<file path="config.mk">
export PLATFORM = sky130hd
export DESIGN_NAME = sar_lockstep_trigger
export DESIGN_NICKNAME = d
export VERILOG_FILES = /design/src/rtl/sar_lock_pkg.sv /design/src/rtl/osc_edge_sync.sv /design/src/rtl/conv_divider.sv /design/src/rtl/sample_delay_line.sv /design/src/rtl/sar_lockstep_trigger.sv
export SDC_FILE = /design/constraint.sdc
export NUM_CORES = 1
export LEC_CHECK = 0
export ABC_AREA = 1
export BUFFER_PORTS_ARGS = -buffer_cell sky130_fd_sc_hd__buf_2
export CAP_MARGIN = 30
export CELL_PAD_IN_SITES_DETAIL_PLACEMENT = 2
export CELL_PAD_IN_SITES_GLOBAL_PLACEMENT = 2
export CORE_AREA = 2 2 386 388
export DETAILED_ROUTE_END_ITERATION = 12
export DIE_AREA = 0 0 388 390
export HOLD_SLACK_MARGIN = 0.12
export PLACE_DENSITY = 0.8
export SLEW_MARGIN = 30
export SYNTH_ARGS = -nofsm -noshare
export SYNTH_HDL_FRONTEND = slang
export SYNTH_HIERARCHICAL = 1
export SYNTH_SLANG_ARGS = --single-unit
export TNS_END_PERCENT = 100
</file>
<file path="constraint.sdc">
create_clock -name clk -period 3.9 [get_ports clk]
set_input_delay 0.195 -clock clk [delete_from_list [all_inputs] [get_ports clk]]
set_output_delay 0.195 -clock clk [all_outputs]
set_load 0.005 [all_outputs]
</file>
<file path="src/rtl/sar_lock_pkg.sv">
package sar_lock_pkg;

    // Number of flops between the asynchronous oversample clock and the edge detector.
    localparam int unsigned SYNC_DEPTH = 2;

    // Priming state of the delay buffer.
    typedef enum logic {
        BUF_PRIME  = 1'b0,
        BUF_STEADY = 1'b1
    } buf_state_e;

    // Edge detector history: synchronized level and the level one cycle earlier.
    typedef struct packed {
        logic cur_lvl;
        logic old_lvl;
    } edge_hist_t;

    // Modular increment for a circular index.
    function automatic int unsigned wrap_inc(input int unsigned v, input int unsigned lim);
        return (v + 1 >= lim) ? 0 : v + 1;
    endfunction

endpackage

</file>
<file path="src/rtl/osc_edge_sync.sv">
module osc_edge_sync
    import sar_lock_pkg::*;
(
    input  logic clk,
    input  logic rst,
    input  logic lvl_async,
    output logic rise_pulse
);
    logic [SYNC_DEPTH-1:0] stage_q;
    edge_hist_t            hist;
    logic                  prev_q;

    generate
        for (genvar s = 0; s < SYNC_DEPTH; s++) begin : g_stage
            if (s == 0) begin : g_first
                always_ff @(posedge clk) begin
                    if (rst) stage_q[s] <= 1'b0;
                    else     stage_q[s] <= lvl_async;
                end
            end else begin : g_next
                always_ff @(posedge clk) begin
                    if (rst) stage_q[s] <= 1'b0;
                    else     stage_q[s] <= stage_q[s-1];
                end
            end
        end
    endgenerate

    always_ff @(posedge clk) begin
        if (rst) prev_q <= 1'b0;
        else     prev_q <= stage_q[SYNC_DEPTH-1];
    end

    always_comb begin
        hist.cur_lvl = stage_q[SYNC_DEPTH-1];
        hist.old_lvl = prev_q;
        rise_pulse   = hist.cur_lvl & ~hist.old_lvl;
    end


    rise_single_chk: assert property (@(posedge clk) disable iff (rst)
        rise_pulse |=> !rise_pulse);

endmodule

</file>
<file path="src/rtl/conv_divider.sv">
module conv_divider
    import sar_lock_pkg::*;
#(
    parameter int unsigned DIV_N = 16
) (
    input  logic clk,
    input  logic rst,
    input  logic clr,
    input  logic tick,
    output logic strobe
);
    localparam int unsigned CNT_W = (DIV_N > 2) ? $clog2(DIV_N) : 1;
    localparam logic [CNT_W-1:0] LAST = CNT_W'(DIV_N - 1);

    logic [CNT_W-1:0] count_q;
    logic             at_last;

    assign at_last = (count_q == LAST);

    always_ff @(posedge clk) begin
        if (rst || clr) begin
            count_q <= '0;
            strobe  <= 1'b0;
        end else if (tick) begin
            count_q <= at_last ? '0 : count_q + 1'b1;
            strobe  <= at_last;
        end else begin
            strobe  <= 1'b0;
        end
    end


    strobe_width_chk: assert property (@(posedge clk) disable iff (rst)
        strobe |=> !strobe);

    strobe_after_tick_chk: assert property (@(posedge clk) disable iff (rst)
        strobe |-> $past(tick));

    count_range_chk: assert property (@(posedge clk) disable iff (rst)
        count_q <= LAST);

    clear_quiet_chk: assert property (@(posedge clk) disable iff (rst)
        clr |=> !strobe);

endmodule

</file>
<file path="src/rtl/sample_delay_line.sv">
module sample_delay_line
    import sar_lock_pkg::*;
#(
    parameter int unsigned DATA_W  = 32,
    parameter int unsigned DELAY_D = 40
) (
    input  logic              clk,
    input  logic              rst,
    input  logic              in_valid,
    input  logic [DATA_W-1:0] in_data,
    output logic              out_valid,
    output logic [DATA_W-1:0] out_data
);
    localparam int unsigned PTR_W  = (DELAY_D > 1) ? $clog2(DELAY_D) : 1;
    localparam int unsigned FILL_W = $clog2(DELAY_D + 1);

    logic [DATA_W-1:0] ring [DELAY_D];
    logic [PTR_W-1:0]  wptr_q;
    logic [FILL_W-1:0] fill_q;
    buf_state_e        state_q;

    always_ff @(posedge clk) begin
        if (in_valid) ring[wptr_q] <= in_data;
    end

    always_ff @(posedge clk) begin
        if (rst) begin
            wptr_q    <= '0;
            fill_q    <= '0;
            state_q   <= BUF_PRIME;
            out_valid <= 1'b0;
            out_data  <= '0;
        end else if (in_valid) begin
            wptr_q <= PTR_W'(wrap_inc(int'(wptr_q), DELAY_D));
            if (state_q == BUF_STEADY) begin
                out_valid <= 1'b1;
                out_data  <= ring[wptr_q];
            end else begin
                out_valid <= 1'b0;
                fill_q    <= fill_q + 1'b1;
                if (fill_q == FILL_W'(DELAY_D - 1)) state_q <= BUF_STEADY;
            end
        end else begin
            out_valid <= 1'b0;
        end
    end


    out_follows_in_chk: assert property (@(posedge clk) disable iff (rst)
        out_valid |-> $past(in_valid));

    idle_no_out_chk: assert property (@(posedge clk) disable iff (rst)
        !in_valid |=> !out_valid);

    idle_hold_chk: assert property (@(posedge clk) disable iff (rst)
        !in_valid |=> $stable(out_data));

    prime_quiet_chk: assert property (@(posedge clk) disable iff (rst)
        (state_q == BUF_PRIME) |=> !out_valid);

endmodule

</file>
<file path="src/rtl/sar_lockstep_trigger.sv">
module sar_lockstep_trigger
    import sar_lock_pkg::*;
#(
    parameter int unsigned DIV_N    = 16,
    parameter int unsigned DELAY_D  = 40,
    parameter int unsigned NUM_CH   = 2,
    parameter int unsigned SAMPLE_W = 16
) (
    input  logic                         clk,
    input  logic                         rst,
    input  logic                         osc_clk_in,
    input  logic                         cnt_clr,
    output logic                         conv_strobe,
    input  logic                         sar_valid,
    input  logic [NUM_CH*SAMPLE_W-1:0]   sar_data,
    output logic                         aligned_valid,
    output logic [NUM_CH*SAMPLE_W-1:0]   aligned_data
);
    localparam int unsigned VEC_W = NUM_CH * SAMPLE_W;

    logic osc_rise;

    osc_edge_sync u_sync (
        .clk        (clk),
        .rst        (rst),
        .lvl_async  (osc_clk_in),
        .rise_pulse (osc_rise)
    );

    conv_divider #(
        .DIV_N (DIV_N)
    ) u_div (
        .clk    (clk),
        .rst    (rst),
        .clr    (cnt_clr),
        .tick   (osc_rise),
        .strobe (conv_strobe)
    );

    sample_delay_line #(
        .DATA_W  (VEC_W),
        .DELAY_D (DELAY_D)
    ) u_dly (
        .clk       (clk),
        .rst       (rst),
        .in_valid  (sar_valid),
        .in_data   (sar_data),
        .out_valid (aligned_valid),
        .out_data  (aligned_data)
    );


    reset_quiet_chk: assert property (@(posedge clk)
        $past(rst) |-> (!conv_strobe && !aligned_valid));

endmodule

</file>
Word level (Yosys, flattened, before mapping)
Memories as Yosys holds them, arrays and structs flattened. A register that Yosys moved wholly into a read port is not among the register bits.
Cells that the tools add are included.

word-level totals
  flip-flop bits (word level) = 22
  bits in writable memories = 1,280
  input bits = 37
  output and inout bits = 34
  word-level logic and storage cells = 33
  memories = 1

cells by class
  add/subtract/negate cells = 3
  magnitude comparators = 1
  equal/unequal tests = 2
  mux-type cells = 7
  bitwise gates (word level) = 5
  reduce and logical (&&, ||, !) cells = 5

memory list
  name        words  bits a word  rd ports  clocked after Yosys merged registers in  wr ports  RTL line                 text
  u_dly.ring  40     32           1         1                                        1         sample_delay_line.sv:17  logic [DATA_W-1:0] ring [DELAY_D];

operators with widths
  cell                                                  number
  adder 6 x 1 -> 7 bit (second input constant)          1
  >= comparator 7 x 6 -> 1 bit (second input constant)  1
  adder 6 x 1 -> 6 bit (second input constant)          1
  equality test 6 bit (second input constant)           1
  two-way mux 6 bit                                     1
  two-way mux 1 bit                                     5
  adder 4 x 1 -> 4 bit (second input constant)          1
  equality test 4 bit (second input constant)           1
  two-way mux 4 bit                                     1
  inverter 1 bit                                        4
  AND reduction 2 bit                                   2
  OR reduction 2 bit                                    2
  bitwise AND 1 bit                                     1
  logical OR 1 bit                                      1

Longest topological paths before layout
Gate-level depths: netlist of the first run.

  depth after elaboration = 4
  depth in mapped cells = 14
  mapped depth without buffers = 11

By module
Netlist of the first run, hierarchy kept.

by module, submodules not included
  module             times used  cells an instance  area each (sq um)
  sample_delay_line  1           5,218              55,355.6
  conv_divider       1           28                 216.5
  osc_edge_sync      1           10                 86.3

Worst setup path before layout of the first run
No wires, ideal clock.

  path kind = flip-flop to flip-flop
  start = reg u_dly.wptr_q[3]
  end = mem u_dly.ring[21][0] (enable)
  library setup time = 0.461 ns
  arrival time = 3.317 ns
  data required time = 3.439 ns
  path slack = 0.122 ns
  cell stages (with the launch flop) = 7
  buffers on the path = 3
  cells stage by stage = dfxtp_1 > buf_2 > inv_2 > buf_2 > buf_2 > nand3_1 > nor3_1

RTL lines
  what                    RTL line                 text
  start, declared         sample_delay_line.sv:18  logic [PTR_W-1:0] wptr_q;
  start signal, assigned  sample_delay_line.sv:34  wptr_q <= PTR_W'(wrap_inc(int'(wptr_q), DELAY_D));
  end, declared           sample_delay_line.sv:17

Straight into the memory's write port.

==> results of run 1 <==
[power groups by stage]
stage | clock [µW] | sequential (µW) | combinational [µW]
2_1_floorplan | 0 | 16100 | 1030
3_3_place_gp | 0 | 16100 | 1750
3_5_place_dp | 0 | 16100 | 1870
4_1_cts | 13800 | 15800 | 1960
5_1_grt | 14300 | 15800 | 2130
6_report | 13700 | 15800 | 1970
[worst max-delay path: stages, from the launching register on]
cell and delay (ps):
dfxtp_4 680, clkinv_2 300, nand2_2 230, buf_4 560
nor2_1 130, nand2_1 100, nand2_1 50, o21ai_1 200
nand2_1 200, nor2_1 400, a21oi_1 140
[logic make-up after synthesis]
family          Yosys count  synth area share [%]
buf+inv                 777                  5.90
xor+xnor                  2                0.0315
fa+ha+maj                 3                0.0674
simple gates           2975                  21.5
compound gates          165                  1.49
flops                  1334                  71.0
[state kept, by name, indices dropped and copies added, names as in the netlist]
name	count
u_div/count_q	4
u_dly/fill_q	6
u_sync/hist	1
u_sync/prev_q	1
u_dly/out_valid	1
u_dly/ring	1280
u_dly/state_q	1
u_sync/stage_q	1
u_dly/out_data	32
u_div/strobe	1
u_dly/wptr_q	6
[worst min path at each step]
stage / slack, ps / cells past startpoint / endpoint
after floorplan: 270 / 1 / u_div/strobe
after global placement: 390 / 2 / u_div/strobe
after detailed placement: 390 / 2 / u_div/strobe
after CTS: 130 / 1 / u_dly/ring[21][3]
after global routing: 270 / 5 / u_div/count_q[2]
final: 250 / 5 / u_div/count_q[0]
[per-layer routing]
metal | GRT usage (%) | share of wire, % | up-vias
li1 | - | - | 17400
met1 | 34.8 | 39 | 21600
met2 | 48.5 | 50 | 1681
met3 | 3.98 | 6.0 | 484
met4 | 14.0 | 5.0 | 6
met5 | 0 | 0.018 | -
[stage by stage]
| stage | hold slack, ps | cells | util, % |
|---|---|---|---|
| after detailed placement | 386 | 7113 | 39.9 |
| after global routing | 274 | 7420 | 43.2 |
| after CTS | 133 | 7416 | 43.2 |
| after floorplan | 266 | 5256 | - |
| after global placement | 386 | 7113 | 39.9 |
| final | 248 | 7421 | 43.2 |
[final cells by class]
cell class,count,area [µm²],share of cell area (%)
diodes,2,5.00,0.00787
well taps,1930,2410,3.80
flip-flops and latches,1334,39500,62.1
clock buffers,206,4000,6.29
clock inverters,60,542,0.852
multi-input cells,3145,13200,20.7
repair buffers,220,1950,3.06
inverters,524,1990,3.12
[synthesized netlist by cell type]
| cell type | number | share of area (%) |
|---|---|---|
| nor2_4 | 6 | 0.12 |
| nor3_1 | 7 | 0.063 |
| clkbuf_1 | 55 | 0.37 |
| nand3b_1 | 4 | 0.054 |
| nand3_1 | 418 | 3.8 |
| inv_4 | 2 | 0.022 |
| nand4_1 | 33 | 0.37 |
| dfxtp_1 | 54 | 1.9 |
| o21a_1 | 1 | 0.013 |
| nor4_1 | 1 | 0.011 |
| buf_6 | 8 | 0.16 |
| or2_2 | 31 | 0.35 |
| nor2_2 | 4 | 0.045 |
| nand2_1 | 2162 | 15 |
| xor2_1 | 2 | 0.031 |
| o21ai_2 | 1 | 0.016 |
| buf_1 | 19 | 0.13 |
| nor4_2 | 1 | 0.022 |
| buf_2 | 134 | 1.2 |
| o21ai_0 | 37 | 0.33 |
| a21oi_1 | 60 | 0.54 |
| inv_1 | 516 | 3.5 |
| nor2_1 | 302 | 2.0 |
| nand2_2 | 3 | 0.034 |
| nand2_4 | 1 | 0.020 |
| inv_2 | 5 | 0.034 |
| o21ai_1 | 66 | 0.59 |
| nor3_2 | 2 | 0.036 |
| ha_1 | 3 | 0.067 |
| clkinv_1 | 1 | 0.0067 |
| edfxtp_1 | 1280 | 69 |
| clkbuf_2 | 1 | 0.0090 |
| buf_4 | 36 | 0.49 |
==> key figures, run 1 <==
Timing
  • Slew Limit Headroom: 32.5%
  • Fmax: 315 MHz
  • Setup TNS: 0 ps
  • Max-slew violations: 0
  • Final min period: 3170 ps
  • Skew final: 37.9 ps
  • Post-route setup slack: 727 ps
  • RSZ-0062 raised after global routing: false
  • Final period util: 81.4%
  • Endpoints failing setup: 0
  • Worst-margin pin slew: 1010 ps
  • Hold Fails Final Rpt: 0

Detailed routing
  • Routed wire length per instance: 29.1 µm
  • Routed Antenna Nets: 0
  • DRT Pass-1 Iters: 6
  • Via/cell ratio: 5.54
  • Initial DRC Count: 3769
  • WL final: 216 mm
  • Via Count: 41100
  • Number of remaining DRC errors: 0

Place
  • Dpl cell area: 58600 µm²
  • Buffers on Ports: 70
  • Gpl congestion: 0.787
  • Pre-CTS WS: 891 ps
  • DP HPWL: 118 mm

Global routing
  • First-pass GRT wire length: 313 mm
  • GRT Total Usage: 28.2%
  • Initial antenna violation count: 8
  • Largest net degree at the start of global routing: 173
  • Number of global-route vias before repair: 45900
  • Grt total ovfl: 0

Die
  • DIE HEIGHT: 390 µm
  • Number of cell rows: 141
  • Die Wd: 388 µm
  • Die area: 151000 µm²
  • I/O pin cnt: 71
  • Initial Utilization: 37.8%
  • Core Area: 147000 µm²

Critical path
  • Flop2flop setup slack: 730 ps
  • Reg2Reg Capture Point: u_dly/out_data[10]
  • WS Path Type: reg2reg
  • Worst EP required: 4550 ps
  • Worst r2r path cells: 10
  • CP Launch Type: flip-flop
  • WP data arrival: 3830 ps
  • Setup crit end kind: flip-flop
  • Worst setup path startpoint: u_dly/wptr_q[2]
  • Worst reg2reg startpoint: u_dly/wptr_q[2]
  • Crit path max fanout: 30
  • Worst Setup EP: u_dly/out_data[10]

Synth
  • Gate Count Post-Synth: 5256
  • Mean Syn Cell Area: 10.6 µm²
  • Mapped Area: 55700 µm²
  • YS warnings: 6
  • Sequential fraction of the synthesis area: 71.0%
  • Synth Register Bits: 1334
  • Count of cell types in the netlist: 33
  • Synthesized Nets: 5296

Power
  • Sequential power share: 50.2%
  • Worst VDD drop: 0.000389 V
  • Leakage: 0.0256 µW
  • Total Power: 31400 µW
  • Combinational power share: 6.3%
  • Sw Ratio: 24.2%
  • Switching power: 7620 µW
  • PwrDens: 494 nW/µm²
  • Int Power: 23800 µW
  • Clock network power share: 43.6%

Outcome
  • Run status: complete, no violations

Clocking
  • Clock Latency Late Sink: 800 ps
  • H-tree depth: 4
  • Clock sink total: 1334
  • Root Driver: clkbuf_16
  • Total CTS buffers: 145
  • Clk slew on worst S/H paths: 70 ps
  • TritonCTS clock tree: yes
  • Total setup buffers inserted after CTS: 0
  • Resized Gates After CTS: 0
  • Clk buf depth: 3
  • Post-CTS Hold Fix Bufs: 37

Finish
  • Filler cell count: 15200
  • Ratio of cells with drive above 1 in the final layout: 8.78%
  • Commonest non-fill, non-tap cells in the layout: 2162 x nand2_1, 1280 x edfxtp_1, 515 x inv_1
  • Final net count: 5410
  • Commonest non-fill, non-tap cell in the layout: nand2_1
  • Synth-to-Final Area Change: 14.3%
  • Fin area: 63600 µm²

Flow run
  • Max Cap Violations: 0

Min path
  • Hold Crit Class: in2reg
  • HP Start: cnt_clr
No activity file was read; power rests on OpenSTA's default activity.
==> inputs of run 2 (changes only) <==
--- a/config.mk
+++ b/config.mk
@@ -10,11 +10,11 @@
 export CAP_MARGIN = 30
 export CELL_PAD_IN_SITES_DETAIL_PLACEMENT = 2
 export CELL_PAD_IN_SITES_GLOBAL_PLACEMENT = 2
-export CORE_AREA = 2 2 386 388
+export CORE_AREA = 2 2 368 370
 export DETAILED_ROUTE_END_ITERATION = 12
-export DIE_AREA = 0 0 388 390
+export DIE_AREA = 0 0 370 372
 export HOLD_SLACK_MARGIN = 0.12
-export PLACE_DENSITY = 0.8
+export PLACE_DENSITY = 0.83
 export SLEW_MARGIN = 30
 export SYNTH_ARGS = -nofsm -noshare
 export SYNTH_HDL_FRONTEND = slang
==> constraint.sdc (replaced) <==
create_clock -name clk -period 3.3 [get_ports clk]
set_input_delay 0.165 -clock clk [delete_from_list [all_inputs] [get_ports clk]]
set_output_delay 0.165 -clock clk [all_outputs]
set_load 0.005 [all_outputs]
==> run 2 against run 1 <==
  * Sequential power grew 18%
  * Flip-flop and latch count is the same
  * Fmax is 8.3% higher
  * Setup slack lost 360 ps
  * Global-route usage rose by 6.3 points
  * Utilization grew 4.4 points
  * Critical path depth down 2
  * Critical endpoint is now u_dly/wptr_q[2]
  * Largest cell class unchanged
  * Largest power group unchanged
==> key figures, run 2 (synthesized netlist as in run 1, its figures left out) <==
Finish
  • Fin area: 63900 µm² (+0.45%)
  • FF/Latch Area: 39500 µm² (unchanged)
  • Commonest non-fill, non-tap cells in the layout: 2162 x nand2_1, 1280 x edfxtp_1, 516 x inv_1
  • Layout Utilization: 47.6% (+4.4 points)
  • Largest registers: u_dly/ring (1280), u_dly/out_data (32)
  • Filler cell count: 13500 (-11%)
  • Register with the most flip-flops: u_dly/ring
  • Synth-to-Final Area Change: 14.8%
  • Multi-input gate area: 13200 µm² (unchanged)
  • Commonest non-fill, non-tap cell in the layout: nand2_1
  • Max FFs per register: 1280 (unchanged)
  • Ratio of cells with drive above 1 in the final layout: 9.23% (+0.45 points)
  • Final net count: 5443 (+0.61%)

Detailed routing
  • Via/cell ratio: 5.89 (+6.3%)
  • DRT Pass-1 Iters: 6 (unchanged)
  • Initial DRC Count: 4658 (+24%)
  • Number of remaining DRC errors: 0 (unchanged)
  • Routed wire length per instance: 32.6 µm (+12%)
  • WL final: 238 mm (+10%)
  • Routed Antenna Nets: 0 (unchanged)
  • Via Count: 43100 (+4.7%)

Clocking
  • Clk buf depth: 3 (unchanged)
  • TritonCTS clock tree: yes
  • Clock Latency Late Sink: 820 ps (+20 ps)
  • Total setup buffers inserted after CTS: 0 (unchanged)
  • Post-CTS Hold Fix Bufs: 39 (+5.4%)
  • Clock sink total: 1334 (unchanged)
  • Resized Gates After CTS: 0 (unchanged)
  • Total CTS buffers: 148 (+2.1%)
  • H-tree depth: 4 (unchanged)
  • Clk slew on worst S/H paths: 60 ps (about the same)
  • Root Driver: clkbuf_16

Global routing
  • Number of global-route vias before repair: 48000 (+4.5%)
  • Initial antenna violation count: 9 (+1)
  • GRT Total Usage: 34.5% (+6.3 points)
  • Grt total ovfl: 0 (unchanged)
  • First-pass GRT wire length: 341 mm (+9.2%)
  • Largest net degree at the start of global routing: 172 (-0.58%)

Timing
  • Final min period: 2930 ps (-242 ps)
  • RSZ-0062 raised after global routing: false
  • Max-slew violations: 0 (unchanged)
  • Skew final: 33.2 ps (-4.70 ps)
  • Final period util: 88.8% (+7.5 points)
  • Endpoints failing setup: 0 (unchanged)
  • Fmax: 341 MHz (+8.3%)
  • Worst-margin pin slew: 980 ps (-32.9 ps)
  • Post-route setup slack: 369 ps (-358 ps)
  • Hold Fails Final Rpt: 0 (unchanged)
  • Slew Limit Headroom: 34.7% (+2.2 points)

Min path
  • HP Start: cnt_clr
  • Hold Crit Class: in2reg

Place
  • Buffers on Ports: 70 (unchanged)
  • DP HPWL: 123 mm (+4.1%)
  • Dpl cell area: 58900 µm² (+0.46%)
  • Gpl congestion: 0.774 (-1.7%)
  • Pre-CTS WS: 683 ps (-208 ps)

Critical path
  • Setup crit end kind: flip-flop
  • Crit path max fanout: 105 (+250%)
  • Buffers & Inverters on Critical Path: 1 (-1)
  • Crit path max-delay family: compound AO/OA/AOI/OAI gates
  • Worst EP required: 3990 ps (-560 ps)
  • Flop2flop setup slack: 370 ps (-360 ps)
  • Worst setup path startpoint: u_dly/wptr_q[1]
  • CP Launch Type: flip-flop
  • Reg2Reg Capture Point: u_dly/wptr_q[2]
  • WS Path Type: reg2reg
  • WP data arrival: 3630 ps (-200 ps)
  • CP cell instances: buf_12 > ha_1 > nand2_1 > nor2_1 > xor2_1 > o21ai_2 > nand2_1 > a21oi_1
  • Most used cell, CP: nand2_1
  • CP max stage delay: 570 ps (-110 ps)
  • Worst Setup EP: u_dly/wptr_q[2]
  • Worst r2r path cells: 8 (-2)
  • Critical path's slowest cell: dfxtp_4
  • Critical path depth: 8 (-2)
  • Worst reg2reg startpoint: u_dly/wptr_q[1]

Outcome
  • Run status: complete, no violations

Die
  • Core Area: 134000 µm² (-8.7%)
  • I/O pin cnt: 71 (unchanged)
  • Die area: 138000 µm² (-9.0%)
  • Number of cell rows: 135 (-4.3%)
  • Initial Utilization: 41.4% (+3.6 points)
  • Die Wd: 370 µm (-4.6%)
  • DIE HEIGHT: 372 µm (-4.6%)

Power
  • Worst VDD drop: 0.000641 V (+65%)
  • PwrDens: 590 nW/µm² (+19%)
  • Leakage: 0.0258 µW (+0.86%)

Flow run
  • Max Cap Violations: 0 (unchanged)
run 2: metrics by stage:
step / instances / power [µW] / TNS (ps) / hold WS (ps)
4_1_cts: 7303 / 37700 / 0 / 129
5_1_grt: 7305 / 38500 / 0 / 279
3_3_place_gp: 6993 / 21100 / 0 / 358
2_1_floorplan: 5256 / 20200 / -45900 / 236
6_report: 7307 / 37700 / 0 / 256
3_5_place_dp: 6993 / 21300 / 0 / 366
run 2: metal layers:
layer	track usage, %	wire length (µm)
met4	20.5	14900
met2	59.1	118000
met5	0	53
met1	40.6	88100
met3	6.15	16700
run 2: worst min-delay path, delay by kind of cell:
kind	cells	cell delay, ps
buf+inv	2	660
simple gates	3	170
run 2: worst min path at each step:
| stage | end | slack, ps | depth (start not counted) |
|---|---|---|---|
| 2_1_floorplan | u_div/strobe | 240 | 1 |
| 3_3_place_gp | u_div/strobe | 360 | 2 |
| 3_5_place_dp | u_div/strobe | 370 | 2 |
| 4_1_cts | u_dly/ring[6][2] | 130 | 1 |
| 5_1_grt | u_div/count_q[0] | 280 | 5 |
| 6_report | u_div/count_q[2] | 260 | 5 |
run 2: cell type report:
| type | count | area share (%) |
|---|---|---|
| well taps | 1781 | 3.49 |
| multi-input cells | 3145 | 20.6 |
| clock inverters | 68 | 0.752 |
| clock buffers | 203 | 6.38 |
| flip-flops and latches | 1334 | 61.9 |
| diodes | 2 | 0.00783 |
| inverters | 524 | 3.11 |
| repair buffers | 250 | 3.77 |
run 2: power by group:
part           total [µW]  leakage (µW)  switching, µW  internal (µW)
sequential          18700        0.0120           42.2          18600
clock               16500       0.00223           7530           8980
combinational        2500        0.0116           1970            538
